`config.mk`:
```
export PLATFORM = sky130hd
export DESIGN_NAME = kbd_serial_rx_if
export DESIGN_NICKNAME = d
export VERILOG_FILES = /design/src/rtl/kbd_rx_pkg.sv /design/src/rtl/kbd_rx_sync.sv /design/src/rtl/kbd_rx_baud.sv /design/src/rtl/kbd_rx_core.sv /design/src/rtl/kbd_rx_hostbits.sv /design/src/rtl/kbd_serial_rx_if.sv
export SDC_FILE = /design/constraint.sdc
export NUM_CORES = 1
export LEC_CHECK = 0
export BUFFER_PORTS_ARGS = -buffer_cell sky130_fd_sc_hd__buf_2
export CAP_MARGIN = 0
export CELL_PAD_IN_SITES_DETAIL_PLACEMENT = 1
export CELL_PAD_IN_SITES_GLOBAL_PLACEMENT = 2
export CORE_ASPECT_RATIO = 0.75
export CORE_MARGIN = 1
export CORE_UTILIZATION = 39
export CTS_BUF_LIST = sky130_fd_sc_hd__clkbuf_4 sky130_fd_sc_hd__clkbuf_8 sky130_fd_sc_hd__clkbuf_16
export CTS_CLUSTER_DIAMETER = 60
export DETAILED_ROUTE_END_ITERATION = 10
export PLACE_DENSITY = 0.86
export SLEW_MARGIN = 25
export SYNTH_ARGS = -nofsm -noshare
export SYNTH_HDL_FRONTEND = slang
export SYNTH_SLANG_ARGS = --single-unit
```
`constraint.sdc`:
```
create_clock -name clk -period 2.2 [get_ports clk]
set_input_delay 0.11 -clock clk [delete_from_list [all_inputs] [get_ports clk]]
set_output_delay 0.11 -clock clk [all_outputs]
set_load 0.02 [all_outputs]
```
`src/rtl/kbd_rx_pkg.sv`:
```
package kbd_rx_pkg;

    typedef enum logic [2:0] {
        ST_IDLE,
        ST_START,
        ST_DATA,
        ST_PARITY,
        ST_STOP,
        ST_LOAD,
        ST_DONE
    } rx_state_t;

    // Host input bit addresses (read side)
    localparam int IN_RDY_BIT   = 16;
    localparam int IN_PERR_BIT  = 17;
    localparam int IN_FERR_BIT  = 18;

    // Host output bit addresses (write side)
    localparam int OUT_SEL_BIT  = 15;
    localparam int OUT_IEN_BIT  = 16;
    localparam int OUT_ACK_BIT  = 17;

endpackage

```
`src/rtl/kbd_rx_sync.sv`:
```
module kbd_rx_sync #(
    parameter int STAGES = 2
) (
    input  logic clk,
    input  logic rst_n,
    input  logic din,
    output logic dout
);

    logic [STAGES-1:0] pipe_q;

    always_ff @(posedge clk or negedge rst_n) begin
        if (!rst_n) begin
            pipe_q <= '1;
        end else begin
            pipe_q <= {pipe_q[STAGES-2:0], din};
        end
    end

    assign dout = pipe_q[STAGES-1];

endmodule

```
`src/rtl/kbd_rx_baud.sv`:
```
module kbd_rx_baud #(
    parameter int DIV = 27
) (
    input  logic clk,
    input  logic rst_n,
    output logic tick
);

    localparam int CW = (DIV > 1) ? $clog2(DIV) : 1;
    localparam logic [CW-1:0] LAST = CW'(DIV - 1);

    logic [CW-1:0] cnt_q;

    always_ff @(posedge clk or negedge rst_n) begin
        if (!rst_n) begin
            cnt_q <= '0;
        end else if (cnt_q == LAST) begin
            cnt_q <= '0;
        end else begin
            cnt_q <= cnt_q + CW'(1);
        end
    end

    assign tick = (cnt_q == LAST);

endmodule

```
`src/rtl/kbd_rx_core.sv`:
```
module kbd_rx_core
    import kbd_rx_pkg::*;
#(
    parameter int DATA_BITS = 8,
    parameter int OVS       = 16
) (
    input  logic                 clk,
    input  logic                 rst_n,
    input  logic                 rxd,
    input  logic                 tick,
    output logic [DATA_BITS-1:0] rx_byte,
    output logic                 rx_perr,
    output logic                 rx_ferr,
    output logic                 rx_ready
);

    localparam int OW   = $clog2(OVS);
    localparam int IW   = (DATA_BITS > 1) ? $clog2(DATA_BITS) : 1;
    localparam logic [OW-1:0] MID  = OW'(OVS / 2 - 1);
    localparam logic [OW-1:0] LAST = OW'(OVS - 1);
    localparam logic [IW-1:0] TOP  = IW'(DATA_BITS - 1);

    rx_state_t            state_q, state_d;
    logic [OW-1:0]        cnt_q;
    logic [IW-1:0]        idx_q;
    logic [DATA_BITS-1:0] shift_q;
    logic [DATA_BITS-1:0] byte_q;
    logic                 par_q;
    logic                 perr_q;
    logic                 ferr_q;
    logic                 rxd_prev_q;
    logic                 fall;
    logic                 at_mid;
    logic                 at_centre;

    assign fall      = rxd_prev_q && !rxd;
    assign at_mid    = tick && (cnt_q == MID);
    assign at_centre = tick && (cnt_q == LAST);

    // Next-state logic
    always_comb begin
        state_d = state_q;
        unique case (state_q)
            ST_IDLE:   if (fall) state_d = ST_START;
            ST_START:  if (at_mid) state_d = rxd ? ST_IDLE : ST_DATA;
            ST_DATA:   if (at_centre && idx_q == TOP) state_d = ST_PARITY;
            ST_PARITY: if (at_centre) state_d = ST_STOP;
            ST_STOP:   if (at_centre) state_d = ST_LOAD;
            ST_LOAD:   state_d = ST_DONE;
            ST_DONE:   state_d = ST_IDLE;
            default:   state_d = ST_IDLE;
        endcase
    end

    // State register and datapath
    always_ff @(posedge clk or negedge rst_n) begin
        if (!rst_n) begin
            state_q    <= ST_IDLE;
            cnt_q      <= '0;
            idx_q      <= '0;
            shift_q    <= '0;
            byte_q     <= '0;
            par_q      <= 1'b0;
            perr_q     <= 1'b0;
            ferr_q     <= 1'b0;
            rxd_prev_q <= 1'b1;
        end else begin
            state_q    <= state_d;
            rxd_prev_q <= rxd;
            if (state_q == ST_IDLE) begin
                cnt_q <= '0;
                idx_q <= '0;
                par_q <= 1'b0;
            end else if (tick) begin
                if (at_centre || (state_q == ST_START && at_mid)) begin
                    cnt_q <= '0;
                end else begin
                    cnt_q <= cnt_q + OW'(1);
                end
            end
            if (state_q == ST_DATA && at_centre) begin
                shift_q <= {rxd, shift_q[DATA_BITS-1:1]};
                idx_q   <= idx_q + IW'(1);
                par_q   <= par_q ^ rxd;
            end
            if (state_q == ST_PARITY && at_centre) begin
                par_q <= par_q ^ rxd;
            end
            if (state_q == ST_STOP && at_centre) begin
                byte_q <= shift_q;
                perr_q <= par_q;
                ferr_q <= !rxd;
            end
        end
    end

    // Outputs
    always_comb begin
        rx_byte  = byte_q;
        rx_perr  = perr_q;
        rx_ferr  = ferr_q;
        rx_ready = (state_q == ST_DONE);
    end

endmodule

```
`src/rtl/kbd_rx_hostbits.sv`:
```
module kbd_rx_hostbits
    import kbd_rx_pkg::*;
#(
    parameter int ADDR_W    = 5,
    parameter int DATA_BITS = 8
) (
    input  logic                 clk,
    input  logic                 rst_n,
    input  logic                 rx_ready,
    input  logic [DATA_BITS-1:0] rx_byte,
    input  logic                 rx_perr,
    input  logic                 rx_ferr,
    input  logic [ADDR_W-1:0]    bit_addr,
    input  logic                 bit_wr,
    input  logic                 bit_wdata,
    output logic                 bit_rdata,
    output logic                 data_ready,
    output logic                 parity_err,
    output logic                 frame_err,
    output logic                 int_en,
    output logic                 page_sel,
    output logic                 kbd_int_n
);

    localparam logic [ADDR_W-1:0] A_RDY  = ADDR_W'(IN_RDY_BIT);
    localparam logic [ADDR_W-1:0] A_PERR = ADDR_W'(IN_PERR_BIT);
    localparam logic [ADDR_W-1:0] A_FERR = ADDR_W'(IN_FERR_BIT);
    localparam logic [ADDR_W-1:0] A_SEL  = ADDR_W'(OUT_SEL_BIT);
    localparam logic [ADDR_W-1:0] A_IEN  = ADDR_W'(OUT_IEN_BIT);
    localparam logic [ADDR_W-1:0] A_ACK  = ADDR_W'(OUT_ACK_BIT);

    logic rdy_q, perr_q, ferr_q, ien_q, sel_q;
    logic ack;

    assign ack = bit_wr && bit_wdata && (bit_addr == A_ACK);

    always_ff @(posedge clk or negedge rst_n) begin
        if (!rst_n) begin
            rdy_q  <= 1'b0;
            perr_q <= 1'b0;
            ferr_q <= 1'b0;
            ien_q  <= 1'b0;
            sel_q  <= 1'b0;
        end else begin
            if (rx_ready) begin
                rdy_q  <= 1'b1;
                perr_q <= rx_perr;
                ferr_q <= rx_ferr;
            end else if (ack) begin
                rdy_q  <= 1'b0;
                perr_q <= 1'b0;
                ferr_q <= 1'b0;
            end
            if (bit_wr && bit_addr == A_SEL) begin
                sel_q <= bit_wdata;
            end
            if (bit_wr && bit_addr == A_IEN && !sel_q) begin
                ien_q <= bit_wdata;
            end
        end
    end

    always_comb begin
        bit_rdata = 1'b0;
        for (int i = 0; i < DATA_BITS; i++) begin
            if (bit_addr == ADDR_W'(i)) bit_rdata = rx_byte[i];
        end
        if (bit_addr == A_RDY)  bit_rdata = rdy_q;
        if (bit_addr == A_PERR) bit_rdata = perr_q;
        if (bit_addr == A_FERR) bit_rdata = ferr_q;
    end

    assign data_ready = rdy_q;
    assign parity_err = perr_q;
    assign frame_err  = ferr_q;
    assign int_en     = ien_q;
    assign page_sel   = sel_q;
    assign kbd_int_n  = !(rdy_q && ien_q);

endmodule

```
`src/rtl/kbd_serial_rx_if.sv`:
```
module kbd_serial_rx_if #(
    parameter int CLK_DIV   = 27,
    parameter int OVS       = 16,
    parameter int DATA_BITS = 8,
    parameter int ADDR_W    = 5
) (
    input  logic                 clk,
    input  logic                 rst_n,
    input  logic                 serial_in,
    input  logic [ADDR_W-1:0]    bit_addr,
    input  logic                 bit_wr,
    input  logic                 bit_wdata,
    output logic                 bit_rdata,
    output logic [DATA_BITS-1:0] rx_byte,
    output logic                 data_ready,
    output logic                 parity_err,
    output logic                 frame_err,
    output logic                 kbd_int_n
);

    logic rxd_s;
    logic tick_w;
    logic rx_ready_w;
    logic rx_perr_w;
    logic rx_ferr_w;
    logic int_en_w;
    logic page_sel_w;

    kbd_rx_sync #(.STAGES(2)) u_sync (
        .clk  (clk),
        .rst_n(rst_n),
        .din  (serial_in),
        .dout (rxd_s)
    );

    kbd_rx_baud #(.DIV(CLK_DIV)) u_baud (
        .clk  (clk),
        .rst_n(rst_n),
        .tick (tick_w)
    );

    kbd_rx_core #(.DATA_BITS(DATA_BITS), .OVS(OVS)) u_core (
        .clk     (clk),
        .rst_n   (rst_n),
        .rxd     (rxd_s),
        .tick    (tick_w),
        .rx_byte (rx_byte),
        .rx_perr (rx_perr_w),
        .rx_ferr (rx_ferr_w),
        .rx_ready(rx_ready_w)
    );

    kbd_rx_hostbits #(.ADDR_W(ADDR_W), .DATA_BITS(DATA_BITS)) u_host (
        .clk       (clk),
        .rst_n     (rst_n),
        .rx_ready  (rx_ready_w),
        .rx_byte   (rx_byte),
        .rx_perr   (rx_perr_w),
        .rx_ferr   (rx_ferr_w),
        .bit_addr  (bit_addr),
        .bit_wr    (bit_wr),
        .bit_wdata (bit_wdata),
        .bit_rdata (bit_rdata),
        .data_ready(data_ready),
        .parity_err(parity_err),
        .frame_err (frame_err),
        .int_en    (int_en_w),
        .page_sel  (page_sel_w),
        .kbd_int_n (kbd_int_n)
    );

endmodule

```
# Yosys cells after proc, flatten, opt, wreduce, memory -nomap -nowiden
# Cells that the tools add are included.
[word_totals]
regBits = 42
in_bits = 10
out_inout_bits = 13
word_cells = 102
[op_classes]
n_addsub = 3
n_eq_ne = 26
muxes = 31
bitwise = 1
n_reduce_logical = 25
[op_table]
columns = ["cell", "n"]
rows = [
  ["two-way mux 3 bit", 7],
  ["equality test 5 x 3 -> 1 bit, second input constant", 4],
  ["equality test 5 bit, second input constant", 4],
  ["two-way mux 1 bit", 18],
  ["case mux 3 bit (6 select lines)", 1],
  ["logical AND 1 bit", 14],
  ["equality test 3 bit, second input constant", 4],
  ["two-way mux 4 bit", 3],
  ["equality test 5 x 2 -> 1 bit, second input constant", 2],
  ["!= test 2 x 1 -> 1 bit, second input constant", 5],
  ["equality test 3 x 2 -> 1 bit, second input constant", 2],
  ["nonzero test 2 bit", 3],
  ["adder 5 x 1 -> 5 bit, second input constant", 1],
  ["equality test 5 x 1 -> 1 bit, second input constant", 1],
  ["equality test 5 x 4 -> 1 bit, second input constant", 1],
  ["zero test 5 bit", 1],
  ["two-way mux 5 bit", 1],
  ["AND reduction 5 bit", 1],
  ["adder 4 x 1 -> 4 bit, second input constant", 1],
  ["equality test 4 x 3 -> 1 bit, second input constant", 1],
  ["equality test 4 bit, second input constant", 1],
  ["adder 3 x 1 -> 3 bit, second input constant", 1],
  ["equality test 3 x 1 -> 1 bit, second input constant", 1],
  ["zero test 1 bit", 3],
  ["other kinds (5)", 5],
]

# Depth between registers and ports, before layout
[depth]
depth_word = 12
ltp_mapped = 7
mapped_depth_nobuf = 6

# Modules after synthesis
# Synthesis repeated with hierarchy kept, for this count alone.
[unflattened]
cells_unflattened = 168
area_unflattened_um2 = 2035.7
[modules_own_cells]
columns = ["module", "n_inst", "cells_each", "area_per_inst_um2", "seq_area_each_um2"]
rows = [
  ["kbd_rx_core", 1, 106, 1352.5, 752.0],
  ["kbd_rx_hostbits", 1, 36, 364.1, 125.1],
  ["kbd_rx_baud", 1, 24, 266.5, 125.1],
  ["kbd_rx_sync", 1, 2, 52.6, 52.6],
]

# Worst setup path after synthesis
# No wires, ideal clock.
[synth_path]
kind = "reg-to-reg"
from = "reg u_baud.cnt_q[0]"
to = "reg u_core.byte_q[0] (netlist: u_core.rx_byte[0])"
setup_ns = 0.125
arrival_ns = 1.685
required_ns = 2.075
path_slack_ns = 0.390
stages_incl_launch_ff = 8
n_path_buf = 1
synth_period_minus_slack_ns = 1.810
path_cell_list = "dfrtp_1 inv_1 ha_1 and4b_1 and3_1 nor4bb_4 buf_6 mux2_4"
[synth_between]
elab_chain_cells = 3
[synth_lines]
columns = ["item", "line_no", "source"]
rows = [
  ["from (decl)", "kbd_rx_baud.sv:12", "logic [CW-1:0] cnt_q;"],
  ["from (signal assigned)", "kbd_rx_baud.sv:20", "cnt_q <= cnt_q + CW'(1);"],
  ["equality test 5 bit", "kbd_rx_baud.sv:24", "assign tick = (cnt_q == LAST);"],
  ["logical AND 1 bit", "kbd_rx_core.sv:38", "assign at_centre = tick && (cnt_q == LAST);"],
  ["logical AND 1 bit", "kbd_rx_core.sv:89", "if (state_q == ST_STOP && at_centre) begin"],
  ["to (signal assigned)", "kbd_rx_core.sv:90", "byte_q <= shift_q;"],
  ["to (decl)", "kbd_rx_core.sv:27", "logic [DATA_BITS-1:0] byte_q;"],
]
# No other way between the ends.
# A chain may end at the register's enable or synchronous reset.

# Worst setup path in the final report
[layout_path]
from = "reg u_baud.cnt_q[0]"
to = "reg u_core.shift_q[6]"
[layout_between]
elab_chain_cells = 3
[layout_lines]
columns = ["item", "line_no", "source"]
rows = [
  ["equality test 5 bit", "kbd_rx_baud.sv:24", ""],
  ["logical AND 1 bit", "kbd_rx_core.sv:38", ""],
  ["logical AND 1 bit", "kbd_rx_core.sv:81", "if (state_q == ST_DATA && at_centre) begin"],
  ["to (signal assigned)", "kbd_rx_core.sv:82", "shift_q <= {rxd, shift_q[DATA_BITS-1:1]};"],
  ["to (decl)", "kbd_rx_core.sv:26", "logic [DATA_BITS-1:0] shift_q;"],
]
# No other way between the ends.

==> impl_metrics.toml <==
[die]
num_io_pins = 23
die_w_um = 84.8
dieArea_mm2 = 0.00543
rows = 22
start_util_pct = 40.7
die_y_um = 64.1
core_mm2 = 0.00493

[setup_path]
critPathCapture = "u_core.shift_q[6]$_DFFE_PN0P_"
cp_num_cells = 6
path_buf_inv = 2
path_max_fanout = 13
crit_path_start_kind = "register"
ff2ff_setup_slack_ns = 0.12
worstReg2RegEnd = "u_core.shift_q[6]$_DFFE_PN0P_"
cp_top_family = "simple AND/OR/NAND/NOR gates"
cp-startpoint = "u_baud.cnt_q[0]$_DFF_PN0_"
critPathMaxStageDelay_ns = 0.46
crit_type = "reg2reg"
endpoint_kind = "register"
reg2reg_from = "u_baud.cnt_q[0]$_DFF_PN0_"
cp_cell_sequence = "inv_1 -> ha_1 -> and4b_2 -> buf_4 -> and4bb_2 -> mux2_2"
arrival_ns = 2.25
r2r_cells = 6
cp_slowest_cell = "and4bb_2"
cp_data_required_time_ns = 2.37

[grt]
antenna_found_initial = 0
grt_use_total_pct = 15.9
grt_max_degree = 43
grt_overflow_total = 0
grt_pass1_wl_um = 6640
grt_pass1_vias = 1363

[timing]
hold_viol = 0
fin_skew_ns = 0.00502
worst_slack_ns = 0.123
finalSetupViolCount = 0
drv_slew = 0
fin_tns_setup_ns = 0
rsz0062_at_grt = "no"
period_needed_ns = 2.08
max-slew-margin-rel_pct = 71.4
period_share_pct = 94.4
fmax_mhz = 481
worstMarginPinSlew_ns = 0.423

[final_layout]
layout-drive-gt1-share_pct = 31.8
multiInputGateArea_um2 = 891
final-seq-area_mm2 = 0.00105
diodes = 0
final_common_cell = "dfrtp_1"
num-fill-cells = 515
mostFrequentLayoutCells = "dfrtp_1, buf_2, nand2_1"
nets = 209
area_delta_synth_final_pct = 15.7

[route]
vias = 1338
drtIter0Drc = 52
via_per_inst = 5.25
dr.pass1.iters = 7
ant_nets = 0
drt-total-wl_um = 4030
route.detailed.drc = 3
wire_per_inst_um = 15.8

[cts]
cts.clk_slew.worst_paths_ns = 0.07
postCtsSetupRepairBufs = 0
cts.sinks = 42
tritoncts = "built"
cts-buffers-inserted = 5
insertion_delay_ns = 0.29
cts.path.max_buffers = 2
htreeDepth = 2
root_buffer = "clkbuf_8"

[synthesis]
async_reset_ff_share_pct = 100
synth_top_area_share_pct = 48.7
synth_area_mm2 = 0.00200
synth_nets = 182
synthFlopType = "dfrtp_1"
synth_cell_types = 42
yosys_warnings = 0
netlist_top_cells_area = "dfrtp_1, mux2_4, mux2_2"
synth_edf_count = 0
synth_largest_area_cell = "dfrtp_1"
ys_seq_area_share_pct = 52.7
netlist_instances = 167
syn_area_per_cell_um2 = 12.0
ys_seq_elements = 42

[pwr]
ir_drop_mv = 0.528
leakagePower_uw = 0.00109
p_per_area_mw_per_mm2 = 705

[placed_design]
dp_hpwl_um = 2970
port_buffers = 22
place.gp.congestion = 0.750
dp_slack_ns = 0.0737

[outcome]
outcome = "finished with violations"
violations = "DRC"

[flow_run]
maxCapViolCount = 0

[min_path]
hp-class = "in2reg"
[worst register-to-register path, stage by stage (launching register included)]
cell	delay [ns]
dfrtp_1	0.42
inv_1	0.07
ha_1	0.15
and4b_2	0.30
buf_4	0.18
and4bb_2	0.46
mux2_2	0.39
[layer usage]
layer / track usage, % / vias up / wire length [um]
met3: 3.75 / 3 / 112
met4: 3.81 / 0 / 21
met1: 21.5 / 671 / 2030
met5: 0 / - / 0
met2: 25.9 / 17 / 1860
li1: - / 647 / -
[power by group]
part	internal, uW	total [uW]	switching [uW]	leakage (uW)
Combinational	77.8	190	112	0.000485
Sequential	803	854	51.5	0.000547
Clock	334	589	255	0.0000579
Total	1210	1630	419	0.00109
[stage by stage]
stage | utilization [%] | hold WS (ns) | std cells | total power, uW | instance area (um^2)
2_1_floorplan | - | -0.186 | 167 | 981 | 2000
3_3_place_gp | 44.0 | 0.218 | 244 | 1050 | 2170
3_5_place_dp | 44.0 | 0.223 | 244 | 1060 | 2170
4_1_cts | 46.6 | 0.0903 | 254 | 1660 | 2300
6_report | 47.0 | 0.0927 | 255 | 1630 | 2320
5_1_grt | 47.0 | 0.0918 | 255 | 1710 | 2320
[how the worst min path moves through the flow]
stage               startpoint                     endpoint  slack (ns)  cells past startpoint
floorplan                rst_n    u_baud.cnt_q[0]$_DFF_PN0_       -0.19                      0
global placement     serial_in   u_sync.pipe_q[0]$_DFF_PN1_        0.22                      1
detailed placement   serial_in   u_sync.pipe_q[0]$_DFF_PN1_        0.22                      1
CTS                  bit_wdata  u_host.page_sel$_DFFE_PN0P_        0.09                      2
global route         bit_wdata  u_host.page_sel$_DFFE_PN0P_        0.09                      2
finish               bit_wdata  u_host.page_sel$_DFFE_PN0P_        0.09                      2
[synthesized netlist by cell type, drive strengths merged (2+ instances only)]
| library cell | count |
|---|---|
| mux2i | 8 |
| dfstp | 3 |
| o21ai | 7 |
| nand3 | 11 |
| nand3b | 3 |
| clkbuf | 4 |
| nor2 | 13 |
| nor2b | 2 |
| xor2 | 2 |
| dfrtp | 39 |
| mux2 | 20 |
| ha | 5 |
| nand2 | 15 |
| and4b | 2 |
| inv | 4 |
| o22ai | 3 |
| buf | 4 |
[registers in the layout, indices dropped and copies added (netlist names)]
| register | cells |
|---|---|
| u_core.rx_byte | 8 |
| u_core.shift_q | 8 |
| u_baud.cnt_q | 5 |
| u_core.cnt_q | 4 |
| u_core.idx_q | 3 |
| u_core.state_q | 3 |
| u_sync.pipe_q | 2 |
| u_core.par_q | 1 |
| u_core.rx_ferr | 1 |
| u_core.rx_perr | 1 |
| u_core.rxd_prev_q | 1 |
| u_host.data_ready | 1 |
| u_host.frame_err | 1 |
| u_host.int_en | 1 |
| u_host.page_sel | 1 |
| u_host.parity_err | 1 |
[kinds of logic (layout without fill, tap and decap cells)]
group | count (synthesis) | after routing | synth area share (%)
xor+xnor | 3 | 3 | 1.31
mux | 29 | 29 | 18.1
fa+ha+maj | 5 | 5 | 3.12
compound gates | 20 | 20 | 6.68
flops | 42 | 42 | 52.7
buf+inv | 12 | 40 | 2.94
simple gates | 56 | 56 | 15.2
[repair_timing]
action,4_1_cts,5_1_grt
endpoints found under the setup margin,0,17
resized for setup,0,1
hold buffers,2,0
hold endpoints to repair,40,0
[cell type report]
type | count | share of cell area (%)
repair buffers | 28 | 7.45
inverters | 4 | 0.648
well taps | 60 | 3.24
multi-input cells | 113 | 38.4
clock buffers | 5 | 2.97
flip-flops and latches | 42 | 45.5
clock inverters | 3 | 1.73
No activity file was read; power rests on OpenSTA's default activity.
